[config.mk]
export PLATFORM = sky130hd
export DESIGN_NAME = lane_descrambler
export DESIGN_NICKNAME = d
export VERILOG_FILES = /design/src/rtl/lane_dscr_pkg.sv /design/src/rtl/lane_dscr_hist.sv /design/src/rtl/lane_dscr_xor.sv /design/src/rtl/lane_dscr_out.sv /design/src/rtl/lane_descrambler.sv
export SDC_FILE = /design/constraint.sdc
export NUM_CORES = 1
export LEC_CHECK = 0
export BUFFER_PORTS_ARGS = -buffer_cell sky130_fd_sc_hd__buf_4
export CAP_MARGIN = 5
export CELL_PAD_IN_SITES_DETAIL_PLACEMENT = 1
export CELL_PAD_IN_SITES_GLOBAL_PLACEMENT = 1
export CORE_AREA = 5 5 50 95
export CTS_CLUSTER_DIAMETER = 50
export DETAILED_ROUTE_END_ITERATION = 16
export DIE_AREA = 0 0 55 100
export HOLD_SLACK_MARGIN = 0.08
export PLACE_DENSITY_LB_ADDON = 0.2
export SETUP_SLACK_MARGIN = 0.5
export SKIP_LAST_GASP = 1
export SYNTH_ARGS = -nofsm -noshare
export SYNTH_HDL_FRONTEND = slang
export SYNTH_SLANG_ARGS = --single-unit
export TNS_END_PERCENT = 1
[constraint.sdc]
create_clock -name clk -period 1.4 [get_ports clk]
set_input_delay 0.28 -clock clk [delete_from_list [all_inputs] [get_ports clk]]
set_output_delay 0.28 -clock clk [all_outputs]
set_load 0.1 [all_outputs]
[src/rtl/lane_dscr_pkg.sv]
package lane_dscr_pkg;
   // Default geometry of the descrambler: word width and generator taps.
   localparam int unsigned WORD_W_DEF   = 16;
   localparam int unsigned TAP_NEAR_DEF = 14;
   localparam int unsigned TAP_FAR_DEF  = 15;
endpackage

[src/rtl/lane_dscr_hist.sv]
// Holds the most recent received scrambled bits; advances only on valid words.
module lane_dscr_hist #(
   parameter int unsigned W  = 16,
   parameter int unsigned HL = 15
) (
   input  logic          clk,
   input  logic          srst,
   input  logic          load,
   input  logic [W-1:0]  din,
   output logic [HL-1:0] hist
);
   logic [HL-1:0] hist_nxt;

   generate
      if (W >= HL) begin : g_wide
         // A whole word refills the history.
         assign hist_nxt = din[HL-1:0];
      end else begin : g_narrow
         // Shift the new word in behind the older bits.
         assign hist_nxt = {hist[HL-W-1:0], din};
      end
   endgenerate

   always_ff @(posedge clk) begin
      if (srst)      hist <= '0;
      else if (load) hist <= hist_nxt;
   end
endmodule

[src/rtl/lane_dscr_xor.sv]
// Unrolled parallel descramble: bit i uses stream bits i+NEAR and i+FAR,
// where the stream vector is {history, word} with its MSB earliest.
module lane_dscr_xor #(
   parameter int unsigned W    = 16,
   parameter int unsigned NEAR = 14,
   parameter int unsigned FAR  = 15
) (
   input  logic [FAR-1:0] hist,
   input  logic [W-1:0]   din,
   output logic [W-1:0]   dout
);
   localparam int unsigned EXT_W = FAR + W;
   logic [EXT_W-1:0] ext;

   assign ext = {hist, din};

   for (genvar i = 0; i < W; i++) begin : g_bit
      assign dout[i] = ext[i] ^ ext[i + NEAR] ^ ext[i + FAR];
   end
endmodule

[src/rtl/lane_dscr_out.sv]
// Output register: selects raw or descrambled word, holds while idle.
module lane_dscr_out #(
   parameter int unsigned W = 16
) (
   input  logic         clk,
   input  logic         srst,
   input  logic         vld,
   input  logic         byp,
   input  logic [W-1:0] raw,
   input  logic [W-1:0] dsc,
   output logic [W-1:0] q,
   output logic         q_vld
);
   logic [W-1:0] sel;

   assign sel = byp ? raw : dsc;

   always_ff @(posedge clk) begin
      if (srst) begin
         q     <= '0;
         q_vld <= 1'b0;
      end else begin
         q_vld <= vld;
         if (vld) q <= sel;
      end
   end
endmodule

[src/rtl/lane_descrambler.sv]
module lane_descrambler
   import lane_dscr_pkg::*;
#(
   parameter int unsigned W        = WORD_W_DEF,
   parameter int unsigned TAP_NEAR = TAP_NEAR_DEF,
   parameter int unsigned TAP_FAR  = TAP_FAR_DEF
) (
   input  logic         clk,
   input  logic         srst,
   input  logic [W-1:0] in_data,
   input  logic         in_valid,
   input  logic         bypass,
   output logic [W-1:0] out_data,
   output logic         out_valid
);
   localparam int unsigned HL = TAP_FAR;

   generate
      if (W < 1) begin : g_bad_w
         $error("lane_descrambler: W must be at least 1");
      end
      if (TAP_NEAR < 1 || TAP_NEAR >= TAP_FAR) begin : g_bad_taps
         $error("lane_descrambler: need 0 < TAP_NEAR < TAP_FAR");
      end
   endgenerate

   logic [HL-1:0] hist;
   logic [W-1:0]  dsc;

   lane_dscr_hist #(.W(W), .HL(HL)) u_hist (
      .clk  (clk),
      .srst (srst),
      .load (in_valid),
      .din  (in_data),
      .hist (hist)
   );

   lane_dscr_xor #(.W(W), .NEAR(TAP_NEAR), .FAR(TAP_FAR)) u_xor (
      .hist (hist),
      .din  (in_data),
      .dout (dsc)
   );

   lane_dscr_out #(.W(W)) u_out (
      .clk   (clk),
      .srst  (srst),
      .vld   (in_valid),
      .byp   (bypass),
      .raw   (in_data),
      .dsc   (dsc),
      .q     (out_data),
      .q_vld (out_valid)
   );
endmodule

==> flow_metrics.env, run 1 <==
export IMPL_grt_overflow_total=0
export IMPL_antenna_left=0
export IMPL_fin_worst_skew_ns=0.00503
export IMPL_cts_tree="built"
export IMPL_drtIter0Drc=12
export IMPL_power_density_nw_per_um2=1210
export IMPL_crit_path_start_kind="register"
export IMPL_synthTopCellsByArea="dfxtp_1 (45%), mux2i_1 (11%), a311oi_1 (9.9%)"
export IMPL_die_x_um=55
export IMPL_hold_class="input pin to register"
export IMPL_numPortBuffers=36
export IMPL_critPathArrivalTime_ns=0.88
export IMPL_max_freq_mhz=864
export IMPL_finalHoldViolCount=0
export IMPL_fin_setup_tns_ns=0
export IMPL_route_detailed_wl_per_inst_um=13.4
export IMPL_syn_inst=154
export IMPL_nets=207
export IMPL_worstPathMaxFanout=2
export IMPL_maxSlewHeadroom=0.760
export IMPL_post_route_util=0.495
export IMPL_crit_buf_inv=1
export IMPL_ios=37
export IMPL_cts_root_buf="clkbuf_8"
export IMPL_fin_crit_ns=1.16
export IMPL_final_max_slew_viol_count=0
export IMPL_synth_avg_cell_area_um2=9.23
export IMPL_clk_pin_slew_ns=0.06
export IMPL_end_kind="output port"
export IMPL_synth_top_area_frac=0.451
export IMPL_yosys_warnings=0
export IMPL_synth_cell_type_count=12
export IMPL_dieArea_um2=5500
export IMPL_stdcell_area_um2=1920
export IMPL_ys_ff_latch=32
export IMPL_required_ns=1.12
export IMPL_vias=1235
export IMPL_clock_latency_ns=0.28
export IMPL_crit_slowest_cell="dfxtp_2"
export IMPL_dr_pass1_iters=3
export IMPL_antenna_found_initial=0
export IMPL_routed_wl_um=3190
export IMPL_yosysTopAreaCell="dfxtp_1"
export IMPL_finalPower_w=0.00232
export IMPL_core_area_um2=3880
export IMPL_n_antenna_cell=0
export IMPL_dp_hpwl_um=2250
export IMPL_max_stage_delay_ns=0.32
export IMPL_rsz0062_at_grt="yes"
export IMPL_cts_made_buffers=5
export IMPL_syn_nets=174
export IMPL_fin_hold_ws_ns=0.257
export IMPL_start_util=0.366
export IMPL_cap_viol_max_count=0
export IMPL_layout_commonest_cell="nor2_1"
export IMPL_period_share=0.827
export IMPL_htree_levels=2
export IMPL_worstMarginPinSlew_ns=0.361
export IMPL_dpl_cell_area_um2=1750
export IMPL_ir_drop_mv=0.876
export IMPL_status="complete, no violations"
export IMPL_cp_top_family="flip-flops"
export IMPL_grt_max_degree=49
export IMPL_place_gp_congestion=0.643
export IMPL_ys_seq_area_frac=0.451
export IMPL_power_leakage_nw=0.738
export IMPL_areaGrowthSynthToFinish_pct=35.3
export IMPL_path_class="register to output port"
export IMPL_layout_drive_gt1_share=0.401
export IMPL_via_per_inst=5.19
export IMPL_grt_use_total=0.135
export IMPL_placementRows=32
export IMPL_mostFrequentLayoutCells="nor2_1 (31), dfxtp_2 (27), buf_4 (22)"
export IMPL_finalSetupViolCount=0
export IMPL_path_cells="buf_4"
export IMPL_nFillCells=472
export IMPL_chipHeight_um=100
export IMPL_clock_sinks=32
export IMPL_drcViolationCount=0
export IMPL_clock_path_buffers=2
export IMPL_grt_pass1_wl_um=5620
export IMPL_synth_area_um2=1420
export IMPL_grt_pass1_vias=1358
synthesized netlist by cell type, drive strengths merged:
library cell,n
buf,4
o21ai,16
a311oi,16
nor2b,1
xnor2,16
nor2,31
or3,16
dfxtp,32
clkbuf,7
mux2i,15
area by class of cell:
| type | count | area (µm²) | share of cell area |
|---|---|---|---|
| clock inverters | 1 | 5.00 | 0.00260 |
| well taps | 51 | 63.8 | 0.0332 |
| repair buffers | 37 | 343 | 0.178 |
| flip-flops and latches | 32 | 674 | 0.351 |
| clock buffers | 6 | 72.6 | 0.0377 |
| multi-input cells | 111 | 764 | 0.398 |
power by group:
group | total, W | internal [W] | switching, W
logic | 0.000629 | 0.000208 | 0.000421
registers | 0.00104 | 0.000986 | 0.0000532
clock network | 0.000655 | 0.000337 | 0.000318
what timing repair did:
| action | CTS | global route |
|---|---|---|
| pin swaps | 0 | 0 |
| gates cloned | 0 | 0 |
| resized for setup | 17 | 12 |
| setup endpoints to repair | 32 | 33 |
| buffers inserted | 0 | 0 |
| hold buffers | 0 | 0 |
cell families after synthesis:
group / Yosys count / synth area share
simple gates: 48 / 0.157
compound gates: 32 / 0.155
flops: 32 / 0.451
xor+xnor: 16 / 0.0986
mux: 15 / 0.106
buf+inv: 11 / 0.0335
metrics by stage:
step,worst slack (ns),std cells
after floorplan,0.338,154
after global placement,0.209,231
after detailed placement,0.131,231
after CTS,0.229,238
after global routing,0.194,238
final,0.242,238
final timing paths:
check                                startpoint             end  slack, ns  cells past startpoint
worst max register to register  u_hist.hist[11]     u_out.q[12]       0.25                      3
worst min register to register       u_out.q[4]      u_out.q[4]       0.48                      2
worst max-delay path                 u_out.q[3]     out_data[3]       0.24                      1
worst min-delay path                 in_data[9]  u_hist.hist[9]       0.26                      3
metal layers:
metal / vias to the layer above / share of wire / GRT usage
met5: - / 0 / 0
met1: 590 / 0.42 / 0.149
li1: 614 / - / -
met4: 0 / 0.017 / 0.0599
met2: 26 / 0.52 / 0.229
met3: 5 / 0.043 / 0.0357
registers in the layout (all words and copies together), names as in the netlist:
signal and count:
u_out.q 16, u_hist.hist 15, u_out.q_vld 1
(Power assumes the default switching activity.)
==> run 2: changes to the inputs <==
--- a/config.mk
+++ b/config.mk
@@ -9,10 +9,10 @@
 export CAP_MARGIN = 5
 export CELL_PAD_IN_SITES_DETAIL_PLACEMENT = 1
 export CELL_PAD_IN_SITES_GLOBAL_PLACEMENT = 1
-export CORE_AREA = 5 5 50 95
+export CORE_AREA = 5 5 52 100
 export CTS_CLUSTER_DIAMETER = 50
 export DETAILED_ROUTE_END_ITERATION = 16
-export DIE_AREA = 0 0 55 100
+export DIE_AREA = 0 0 57 105
 export HOLD_SLACK_MARGIN = 0.08
 export PLACE_DENSITY_LB_ADDON = 0.2
 export SETUP_SLACK_MARGIN = 0.5
==> constraint.sdc (replaced) <==
create_clock -name clk -period 1 [get_ports clk]
set_input_delay 0.2 -clock clk [delete_from_list [all_inputs] [get_ports clk]]
set_output_delay 0.2 -clock clk [all_outputs]
set_load 0.1 [all_outputs]
==> flow_metrics.env, run 2 (synthesis results as in run 1) <==
export IMPL_largest_reg_flops=16
export IMPL_power_leakage_nw=0.802
export IMPL_crit_path_end="u_out.q[11]"
export IMPL_clock_path_buffers=2
export IMPL_routed_wl_um=3590
export IMPL_clock_latency_ns=0.28
export IMPL_worstPathMaxFanout=3
export IMPL_layout_drive_gt1_share=0.450
export IMPL_grt_max_degree=33
export IMPL_startpoint="u_hist.hist[9]"
export IMPL_pwr_share_seq=0.429
export IMPL_ir_drop_mv=1.02
export IMPL_multi_input_comb_area_um2=764
export IMPL_status="finished with violations"
export IMPL_critPathArrivalTime_ns=1.29
export IMPL_holdBufCountCts=0
export IMPL_core_area_um2=4340
export IMPL_worstMarginPinSlew_ns=0.362
export IMPL_finalSetupViolCount=32
export IMPL_start_util=0.328
export IMPL_route_detailed_wl_per_inst_um=14.0
export IMPL_dp_cells=248
export IMPL_numPortBuffers=36
export IMPL_period_share=1.11
export IMPL_regMostFlops="u_out.q"
export IMPL_cts_made_buffers=5
export IMPL_r2r_setup_slack_ns=-0.11
export IMPL_power_density_nw_per_um2=1680
export IMPL_required_ns=1.18
export IMPL_r2r_end="u_out.q[11]"
export IMPL_antenna_left=0
export IMPL_via_per_inst=5.02
export IMPL_regArea_um2=677
export IMPL_vias=1285
export IMPL_top_regs="u_out.q (16), u_hist.hist (15), u_out.q_vld (1)"
export IMPL_mostFrequentLayoutCells="buf_4 (49), nor2_1 (31), dfxtp_2 (29)"
export IMPL_dr_pass1_iters=3
export IMPL_hold_class="input pin to register"
export IMPL_grt_overflow_total=0
export IMPL_post_route_util=0.463
export IMPL_placementRows=34
export IMPL_cap_viol_max_count=0
export IMPL_drtIter0Drc=7
export IMPL_ff2ff_path_depth=3
export IMPL_die_x_um=57
export IMPL_p_sw_frac=0.334
export IMPL_htree_levels=2
export IMPL_p_int_w=0.00224
export IMPL_areaGrowthSynthToFinish_pct=41.2
export IMPL_antenna_found_initial=0
export IMPL_grt_pass1_vias=1382
export IMPL_ios=37
export IMPL_drcViolationCount=0
export IMPL_layoutNonFillerInstCount=256
export IMPL_crit_path_start_kind="register"
export IMPL_end_kind="register"
export IMPL_fin_crit_ns=1.11
export IMPL_clock_sinks=32
export IMPL_grt_use_total=0.128
export IMPL_pre_cts_ws_ns=-0.193
export IMPL_chipHeight_um=105
export IMPL_clock_power_share=0.302
export IMPL_r2r_start="u_hist.hist[9]"
export IMPL_layout_commonest_cell="buf_4"
export IMPL_combPwrFrac=0.269
export IMPL_fin_worst_skew_ns=0.00315
export IMPL_maxSlewHeadroom=0.759
export IMPL_final_max_slew_viol_count=0
export IMPL_violations="setup timing"
export IMPL_setup_ws_ns=-0.113
export IMPL_clk_pin_slew_ns=0.06
export IMPL_nets=221
export IMPL_p_sw_w=0.00112
export IMPL_path_class="register to register"
export IMPL_dp_hpwl_um=2640
export IMPL_nFillCells=538
export IMPL_cts_tree="built"
export IMPL_rsz0062_at_grt="yes"
export IMPL_dieArea_um2=5990
export IMPL_n_antenna_cell=0
export IMPL_cts_setup_buffers=0
export IMPL_grt_pass1_wl_um=6220
export IMPL_finalHoldViolCount=0
export IMPL_place_gp_congestion=0.689
export IMPL_max_freq_mhz=899
export IMPL_fin_hold_ws_ns=0.199
export IMPL_cts_root_buf="clkbuf_8"
[run 2: changes by cell type in the layout (fill, tap and decap cells not counted)]
cell,change
dfxtp_1,-2
buf_4,+27
clkbuf_8,+1
buf_6,-14
clkbuf_1,+1
buf_12,+1
dfxtp_2,+2
clkinv_2,-1
[run 2: metrics by stage]
step                      TNS, ns  cell area (µm²)  total power, W
after floorplan            -0.789             1440         0.00210
after CTS                   -3.40             1990         0.00344
after global placement      -1.50             1870         0.00234
final                       -2.86             2010         0.00337
after global routing        -4.50             2010         0.00356
after detailed placement    -2.29             1870         0.00237
[run 2: area by class of cell]
type | instances | share of cell area
flip-flops and latches | 32 | 0.337
multi-input cells | 111 | 0.381
repair buffers | 51 | 0.203
well taps | 54 | 0.0337
clock buffers | 8 | 0.0449
[run 2: worst min-delay path by stage]
stage                           start              to  slack, ns  cells after the start
after CTS                  in_data[6]  u_hist.hist[6]       0.18                      3
final                      in_data[6]  u_hist.hist[6]       0.20                      3
after floorplan                  srst     u_out.q_vld       0.26                      1
after global routing      in_data[13]     u_out.q[13]       0.20                      3
after detailed placement   in_data[6]  u_hist.hist[6]       0.48                      3
after global placement     in_data[6]  u_hist.hist[6]       0.47                      3
[run 2: power by group through the flow]
| stage | Clock, W | Sequential, W | Combinational (W) |
|---|---|---|---|
| 2_1_floorplan | 0 | 0.00184 | 0.000259 |
| 3_3_place_gp | 0 | 0.00146 | 0.000879 |
| 3_5_place_dp | 0 | 0.00147 | 0.000899 |
| 4_1_cts | 0.00108 | 0.00145 | 0.000913 |
| 5_1_grt | 0.00113 | 0.00146 | 0.000966 |
| 6_report | 0.00102 | 0.00145 | 0.000907 |
[run 2: timing repair]
action	CTS	global route
pin swaps	10	0
setup endpoints to repair	48	48
gates resized for setup	14	3
gates cloned	0	0
hold endpoints to repair	0	0
[run 2: layer usage]
layer	track usage	vias up	share of wire
li1	-	642	-
met1	0.130	612	0.38
met2	0.236	26	0.56
met3	0.0346	5	0.044
met4	0.0547	0	0.019
met5	0	-	0
[run 2: worst max-delay path: stages (launching register included)]
cell and delay [ns]:
dfxtp_2 0.34, xnor2_1 0.13, or3_1 0.31, a311oi_1 0.25
